$ cat config.mk
export PLATFORM = sky130hd
export DESIGN_NAME = twocolor_decoder
export DESIGN_NICKNAME = d
export VERILOG_FILES = /design/src/rtl/tcd_pkg.sv /design/src/rtl/tcd_slot_classify.sv /design/src/rtl/tcd_frame_fsm.sv /design/src/rtl/tcd_shifter.sv /design/src/rtl/twocolor_decoder.sv
export SDC_FILE = /design/constraint.sdc
export NUM_CORES = 1
export LEC_CHECK = 0
export BUFFER_PORTS_ARGS = -buffer_cell sky130_fd_sc_hd__buf_2
export CAP_MARGIN = 20
export CORE_MARGIN = 5
export CORE_UTILIZATION = 59
export CTS_BUF_LIST = sky130_fd_sc_hd__clkbuf_4
export DETAILED_ROUTE_END_ITERATION = 10
export PLACE_DENSITY = 0.81
export SLEW_MARGIN = 20
export SYNTH_ARGS = -nofsm -noshare
export SYNTH_HDL_FRONTEND = slang
export SYNTH_SLANG_ARGS = --single-unit
$ cat constraint.sdc
create_clock -name clk_i -period 1.6 [get_ports clk_i]
set_input_delay 0.24 -clock clk_i [delete_from_list [all_inputs] [get_ports clk_i]]
set_output_delay 0.24 -clock clk_i [all_outputs]
set_load 0.01 [all_outputs]
$ cat src/rtl/tcd_pkg.sv
package tcd_pkg;
  // encoding is {red, green}
  typedef enum logic [1:0] {
    SLOT_DARK = 2'b00,
    SLOT_ZERO = 2'b01,
    SLOT_ONE  = 2'b10,
    SLOT_BOTH = 2'b11
  } slot_e;

  typedef enum logic [1:0] {
    ST_IDLE = 2'd0,
    ST_DATA = 2'd1,
    ST_STOP = 2'd2
  } state_e;
endpackage

$ cat src/rtl/tcd_slot_classify.sv
module tcd_slot_classify
  import tcd_pkg::*;
(
  input  logic  red_i,
  input  logic  green_i,
  output slot_e slot_o,
  output logic  bit_o
);
  always_comb begin
    unique case ({red_i, green_i})
      2'b00:   slot_o = SLOT_DARK;
      2'b01:   slot_o = SLOT_ZERO;
      2'b10:   slot_o = SLOT_ONE;
      default: slot_o = SLOT_BOTH;
    endcase
  end

  assign bit_o = red_i;
endmodule

$ cat src/rtl/tcd_frame_fsm.sv
module tcd_frame_fsm
  import tcd_pkg::*;
#(
  parameter int FRAME_W = 9
) (
  input  logic  clk_i,
  input  logic  rst_ni,
  input  logic  sample_i,
  input  slot_e slot_i,
  output logic  shift_o,
  output logic  done_o,
  output logic  ferr_o
);
  localparam int CNT_W = $clog2(FRAME_W + 1);
  localparam logic [CNT_W-1:0] LAST = CNT_W'(FRAME_W - 1);

  state_e           state_q, state_d;
  logic [CNT_W-1:0] cnt_q, cnt_d;
  logic             lit;

  assign lit = (slot_i == SLOT_ZERO) || (slot_i == SLOT_ONE);

  always_comb begin
    state_d = state_q;
    cnt_d   = cnt_q;
    shift_o = 1'b0;
    done_o  = 1'b0;
    ferr_o  = 1'b0;
    if (sample_i) begin
      unique case (state_q)
        ST_IDLE: begin
          if (lit) begin
            shift_o = 1'b1;
            cnt_d   = CNT_W'(1);
            state_d = ST_DATA;
          end else if (slot_i == SLOT_BOTH) begin
            ferr_o = 1'b1;
          end
        end
        ST_DATA: begin
          if (lit) begin
            shift_o = 1'b1;
            if (cnt_q == LAST) begin
              cnt_d   = '0;
              state_d = ST_STOP;
            end else begin
              cnt_d = cnt_q + CNT_W'(1);
            end
          end else begin
            ferr_o  = 1'b1;
            cnt_d   = '0;
            state_d = ST_IDLE;
          end
        end
        default: begin
          if (slot_i == SLOT_DARK) done_o = 1'b1;
          else                     ferr_o = 1'b1;
          cnt_d   = '0;
          state_d = ST_IDLE;
        end
      endcase
    end
  end

  always_ff @(posedge clk_i or negedge rst_ni) begin
    if (!rst_ni) begin
      state_q <= ST_IDLE;
      cnt_q   <= '0;
    end else begin
      state_q <= state_d;
      cnt_q   <= cnt_d;
    end
  end

  p_cnt_range_r2: assert property (@(posedge clk_i) disable iff (!rst_ni)
    cnt_q < CNT_W'(FRAME_W));

  p_hold_state_r9: assert property (@(posedge clk_i) disable iff (!rst_ni)
    !sample_i |=> $stable(state_q) && $stable(cnt_q));

  p_stop_clear_r4: assert property (@(posedge clk_i) disable iff (!rst_ni)
    (state_q == ST_STOP) |-> (cnt_q == '0));
endmodule

$ cat src/rtl/tcd_shifter.sv
module tcd_shifter #(
  parameter int DATA_W = 8
) (
  input  logic              clk_i,
  input  logic              rst_ni,
  input  logic              shift_i,
  input  logic              bit_i,
  output logic [DATA_W-1:0] data_o,
  output logic              perr_o
);
  localparam int FRAME_W = DATA_W + 1;

  logic [FRAME_W-1:0] sr_q;

  // LSB first: new bits enter at the top and move down
  always_ff @(posedge clk_i or negedge rst_ni) begin
    if (!rst_ni)      sr_q <= '0;
    else if (shift_i) sr_q <= {bit_i, sr_q[FRAME_W-1:1]};
  end

  assign data_o = sr_q[DATA_W-1:0];
  assign perr_o = sr_q[FRAME_W-1] ^ (^sr_q[DATA_W-1:0]);

  p_sr_hold_r9: assert property (@(posedge clk_i) disable iff (!rst_ni)
    !shift_i |=> $stable(sr_q));
endmodule

$ cat src/rtl/twocolor_decoder.sv
module twocolor_decoder
  import tcd_pkg::*;
#(
  parameter int DATA_W = 8
) (
  input  logic              clk_i,
  input  logic              rst_ni,
  input  logic              sample_i,
  input  logic              red_i,
  input  logic              green_i,
  output logic              valid_o,
  output logic [DATA_W-1:0] byte_o,
  output logic              parity_err_o,
  output logic              frame_err_o
);
  localparam int FRAME_W = DATA_W + 1;

  slot_e             slot;
  logic              slot_bit;
  logic              shift, done, ferr, perr;
  logic [DATA_W-1:0] data;

  tcd_slot_classify u_cls (
    .red_i   (red_i),
    .green_i (green_i),
    .slot_o  (slot),
    .bit_o   (slot_bit)
  );

  tcd_frame_fsm #(.FRAME_W(FRAME_W)) u_fsm (
    .clk_i    (clk_i),
    .rst_ni   (rst_ni),
    .sample_i (sample_i),
    .slot_i   (slot),
    .shift_o  (shift),
    .done_o   (done),
    .ferr_o   (ferr)
  );

  tcd_shifter #(.DATA_W(DATA_W)) u_sr (
    .clk_i   (clk_i),
    .rst_ni  (rst_ni),
    .shift_i (shift),
    .bit_i   (slot_bit),
    .data_o  (data),
    .perr_o  (perr)
  );

  always_ff @(posedge clk_i or negedge rst_ni) begin
    if (!rst_ni) begin
      valid_o      <= 1'b0;
      byte_o       <= '0;
      parity_err_o <= 1'b0;
      frame_err_o  <= 1'b0;
    end else begin
      valid_o      <= done;
      parity_err_o <= done & perr;
      frame_err_o  <= ferr;
      if (done) byte_o <= data;
    end
  end

  p_quiet_r9: assert property (@(posedge clk_i) disable iff (!rst_ni)
    !sample_i |=> !valid_o && !frame_err_o);

  p_perr_qual_r3: assert property (@(posedge clk_i) disable iff (!rst_ni)
    parity_err_o |-> valid_o);

  p_excl_r6: assert property (@(posedge clk_i) disable iff (!rst_ni)
    !(valid_o && frame_err_o));

  p_valid_pulse_r4: assert property (@(posedge clk_i) disable iff (!rst_ni)
    valid_o |=> !valid_o);
endmodule

Word level (Yosys, flattened, before mapping)
Index checks and enable logic that the tools add are counted.
{"block": "op_classes", "addsub": 1, "n_eq_ne": 9, "n_mux": 21, "bitwise": 2, "reduce_logical": 8}
{"op": "$mux 4", "count": 3}
{"op": "$mux 1", "count": 11}
{"op": "$pmux 4 s2", "count": 1}
{"op": "$reduce_xor 8->1", "count": 1}
{"op": "$eq 2x1->1 const B", "count": 3}
{"op": "$eq 2x2->1 const B", "count": 3}
{"op": "$logic_not 2->1", "count": 3}
{"op": "$mux 2", "count": 3}
{"op": "$pmux 2 s3", "count": 1}
{"op": "$add 4x1->4 const B", "count": 1}
{"op": "$eq 4x4->1 const B", "count": 1}
{"op": "$pmux 2 s2", "count": 1}
{"op": "$ne 3x3->1 const B", "count": 1}
{"op": "$reduce_and 3->1", "count": 1}
{"op": "$ne 2x1->1 const B", "count": 1}
{"op": "$pmux 1 s2", "count": 1}
{"op": "$reduce_and 2->1", "count": 1}
{"op": "$reduce_or 2->1", "count": 1}
{"op": "$and 1x1->1", "count": 1}
{"op": "$logic_or 1x1->1", "count": 1}
{"op": "$xor 1x1->1", "count": 1}
{"block": "word_totals", "regBits": 26, "input_bits": 5, "output_inout_bits": 11, "word_cells": 48}

Logic depth before layout (Yosys ltp)
{"block": "depth", "depth_word": 7, "ltp_mapped": 6, "depth_no_buf": 6}

Hierarchy
From an unflattened synthesis, not the netlist that was laid out.
{"block": "unflattened", "cells_unflattened": 106, "hier_area_um2": 1322.5}
{"mod": "tcd_shifter", "instances": 1, "cells_each": 34, "area_each_um2": 474.2, "seq_area_each_um2": 225.2}
{"mod": "tcd_frame_fsm", "instances": 1, "cells_each": 48, "area_each_um2": 419.2, "seq_area_each_um2": 150.1}
{"mod": "twocolor_decoder", "instances": 1, "cells_each": 21, "area_each_um2": 414.1, "seq_area_each_um2": 275.3}
{"mod": "tcd_slot_classify", "instances": 1, "cells_each": 3, "area_each_um2": 15.0, "seq_area_each_um2": 0.0}

Worst setup path before layout
Ideal clock, no wire load.
{"block": "synth_path", "path_kind": "input to register", "startpoint": "input red_i", "endpoint": "register u_fsm.cnt_q[3]", "setup_time_ns": 0.132, "arrival_ns": 1.338, "required_ns": 1.468, "slack_ns": 0.130, "path_stages": 5, "path_buffers": 0, "cell_sequence": "inv_1 ha_1 o31ai_2 or4_4 o211ai_2"}
{"block": "synth_between", "elab_chain_cells": 6, "word_cells_on_any_way": 11, "cone_classes": "5 x eq/ne; 3 x mux; 3 x reduce/logical"}
{"item": "start: declaration", "line_no": "twocolor_decoder.sv:9", "source": "input logic red_i,"}
{"item": "$eq 2x2->1, or another cell as far along", "line_no": "tcd_slot_classify.sv:10", "source": "unique case ({red_i, green_i})"}
{"item": "$pmux 2 s3 *", "line_no": "tcd_slot_classify.sv:10"}
{"item": "$eq 2x1->1 / $eq 2x2->1 (equally long branches)", "line_no": "tcd_frame_fsm.sv:21", "source": "assign lit = (slot_i == SLOT_ZERO) || (slot_i == SLOT_ONE);"}
{"item": "$logic_or 1x1->1 *", "line_no": "tcd_frame_fsm.sv:21"}
{"item": "$mux 4 / $ne 2x1->1 (equally long branches)"}
{"item": "$pmux 4 s2 / $reduce_and 2->1 (equally long branches)"}
{"item": "end signal: assignment", "line_no": "tcd_frame_fsm.sv:71", "source": "cnt_q <= cnt_d;"}
{"item": "end: declaration", "line_no": "tcd_frame_fsm.sv:18", "source": "logic [CNT_W-1:0] cnt_q, cnt_d;"}
Mark *: on every way between the ends. The rest lies on a longest branch, timed or not.
A chain may end at the register's enable or synchronous reset.

Final worst setup path
{"block": "layout_path", "startpoint": "register u_fsm.state_q[1]", "endpoint": "register u_fsm.cnt_q[3]"}
{"block": "layout_between", "elab_chain_cells": 3, "word_cells_on_any_way": 5, "cone_classes": "2 x eq/ne; 1 x mux; 2 x reduce/logical"}
{"item": "start: declaration", "line_no": "tcd_frame_fsm.sv:17", "source": "state_e state_q, state_d;"}
{"item": "start signal: assignment", "line_no": "tcd_frame_fsm.sv:70", "source": "state_q <= state_d;"}
{"item": "$logic_not 2->1", "line_no": "tcd_frame_fsm.sv:30", "source": "unique case (state_q)"}
{"item": "$ne 2x1->1 (no source line)"}
{"item": "$reduce_and 2->1 (no source line)"}
Parallel ways exist; a longest one is shown, timed or not.

==> results.md <==
- Worst VDD drop: approximately 0.0013 V
- Final antenna diode count: 0
- Arrival @ worst endpoint: about 1.7 ns
- Initial antenna violation count: 0
- DRT Pass-1 Iters: 3
- CTS Buf Count: 3
- Syn Area/Cell: 11.18 um^2
- Worst Tran Pin Value: 0.5486 ns
- Hold WC Path Type: in2reg
- Distinct cell type count after synthesis: 32
- Fillers: 150
- Fin Clk Skew: between 0.003 and 0.004 ns
- TritonCTS clock tree: built
- # rows: 16
- Top Ports: 16
- Tot GR Track Use: between 10% and 20%
- Via count: 860
- Final Instance Area: between 1000 and 1500 um^2
- Fmax: between 0.6 and 0.7 GHz
- Req. time, crit path: around 1.9 ns
- Clk root buf: clkbuf_4
- Tcrit/Tclk final: around 90%
- Clock period minus worst slack: roughly 1.4 ns
- Worst setup EP type: register
- Status: completed
- Register area share after synthesis: approximately half
- Final hold vios: 0
- Seq cells post-synth: 26
- Final WS setup: ~0.15 ns
- Slew Viols, Final: 0
- Port bufs: 15
- ANT nets after route: 0
- Clock sink total: 26
- Static Leakage: between 0.0007 and 0.0008 uW
- Post-CTS Hold Fix Bufs: 1
- Pwr Density: 1783 nW/um^2
- Cell Area, Placed: ~1400 um^2
- Via density: between 5 and 6
- Routed wire per std cell: roughly 14 um
- Max-cap violation count: 0
- Mapped Nets: 121
- Fraction of layout cells with a size suffix above 1: between 30% and 40%
- Final HPWL DP: about 1700 um
- Synth-to-layout area growth: 14.49%
- Synthesis Warnings: 0
- Initial Utilization: 62.56%
- Syn Inst Count: roughly 110
- Slew HR: between 60% and 70%
- CTS Buffer Depth: 2
- Htree depth: 1
- Crit path max fanout: 12
- Pre-CTS WS: -0.02402 ns
- NumNets Final: around 140
- CTS resizes: 0
- Grt ovf: 0
- Die Span X: between 50 and 60 um
- Die area: 3144 um^2
- Pwr Total: roughly 2600 uW
- # setup viols final: 0
- WS Path Type: reg2reg
- Critical path launch point type: register
- Initial drt markers: 16
- Mapped Area: about 1300 um^2
- Hold slack: slightly below 0.2 ns
- Largest net degree at the start of global routing: 27
- Setup bufs post-CTS: 0
- Vias in the first global route: approximately 850
- Core footprint: 2002 um^2
- Placer congestion estimate: between 0.7 and 0.8
- DRC viols: 0
- Global-route wire length before repair: between 4000 and 5000 um
- Die Ht: 56.08 um
- Clk pin slew, worst setup/hold paths: roughly 0.14 ns
- Clk Latency, worst-skew pair: 0.32 ns
- RSZ-0062 raised after global routing: no
- Final WL: roughly 2300 um
==> registers in the layout (all words and copies together), names as in the netlist <==
register       count
u_sr.sr_q          9
byte_o             8
valid_o            1
u_fsm.state_q      2
u_fsm.cnt_q        4
frame_err_o        1
parity_err_o       1
==> cell usage in the layout, fill, tap and decap left out, types with 2 or more instances in the layout <==
cell type,Yosys,layout
ha_1,4,4
buf_2,4,15
mux2i_1,2,2
buf_4,0,4
mux2_2,8,8
nand2_1,31,31
clkbuf_4,0,3
o31a_2,3,3
dfrtp_1,26,26
inv_1,4,4
nor2b_1,2,2
xnor3_1,2,2
o21ai_0,3,3
xnor2_1,2,2
nand3b_1,2,2
==> logic make-up (layout without fill, tap and decap cells) <==
logic type | after synthesis | in the layout | synth area share (%)
AO/OA/AOI/OAI | 14 | 14 | 9.591
XOR/XNOR | 5 | 5 | 5.694
adder cells (fa/ha/maj) | 4 | 4 | 3.996
buffers and inverters | 9 | 29 | 3.096
flip-flops | 26 | 26 | 51.95
multiplexers | 10 | 10 | 8.792
AND/OR/NAND/NOR | 44 | 44 | 16.88
==> stage by stage <==
stage | instances | setup TNS (ns) | utilization, %
floorplan | 112 | 0 | -
global placement | 154 | 0 | 68.50
detailed placement | 154 | -0.04328 | 68.50
CTS | 159 | 0 | 71.63
global route | 159 | 0 | 71.63
finish | 159 | 0 | 71.63
==> path summary, 6_finish.rpt <==
kind                                       start              to  slack, ns  depth (start not counted)
max in group asynchronous                 rst_ni    u_sr.sr_q[6]       0.83                          2
worst min register to register         byte_o[0]       byte_o[0]       0.48                          2
worst max-delay path            u_fsm.state_q[1]  u_fsm.cnt_q[3]       0.15                          3
worst min-delay path                    sample_i  u_fsm.cnt_q[1]       0.19                          2
worst max register to register  u_fsm.state_q[1]  u_fsm.cnt_q[3]       0.15                          3
min in group asynchronous                 rst_ni       byte_o[3]       0.41                          2
==> metal layers <==
metal / routed length, um / GRT usage (%) / vias to the layer above / part of all wire [%]
met1: 1052 / 22.45 / 416 / 46
met3: 88 / 3.944 / 5 / 3.8
met2: 1118 / 25.21 / 15 / 49
met4: 46 / 8.136 / 0 / 2.0
met5: 0 / 0 / - / 0
li1: - / - / 424 / -
==> power by group <==
group	internal, uW	switching [uW]
clock network	253	193
registers	894	253
logic	545	418
==> worst max-delay path, stage by stage (launching register included) <==
cell and delay [ns]:
dfrtp_1 0.54, nand3b_1 0.27, or4_4 0.50, o211ai_2 0.08
==> cell usage after synthesis <==
cell type | count | area (um^2)
a32o_1 | 1 | 10.01
and2b_2 | 1 | 8.760
and3b_2 | 1 | 10.01
buf_2 | 4 | 20.02
clkinv_1 | 1 | 3.750
dfrtp_1 | 26 | 650.6
ha_1 | 4 | 50.05
inv_1 | 4 | 15.01
mux2_2 | 8 | 90.09
mux2i_1 | 2 | 20.02
nand2_1 | 31 | 116.4
nand2b_1 | 1 | 6.260
nand3_1 | 1 | 5.000
nand3_2 | 1 | 10.01
nand3b_1 | 2 | 15.01
nand4_1 | 1 | 6.260
nor2_1 | 1 | 3.750
nor2b_1 | 2 | 12.51
o211ai_2 | 1 | 12.51
o21a_1 | 1 | 7.510
o21ai_0 | 3 | 15.01
o22ai_1 | 1 | 6.260
o311a_1 | 1 | 10.01
o31a_2 | 3 | 30.03
o31ai_1 | 1 | 7.510
o31ai_2 | 1 | 12.51
o41ai_1 | 1 | 8.760
or2_1 | 1 | 6.260
or4_4 | 1 | 11.26
xnor2_1 | 2 | 17.52
xnor3_1 | 2 | 45.04
xor2_1 | 1 | 8.760
==> final cells by class <==
type,instances,area [um^2],share of cell area (%)
multi-input cells,77,563.0,39.27
clock inverters,1,30.03,2.094
repair buffers,20,115.1,8.028
clock buffers,3,22.52,1.571
inverters,5,18.77,1.309
flip-flops and latches,26,650.6,45.38
well taps,27,33.78,2.356
(Power assumes the default switching activity.)
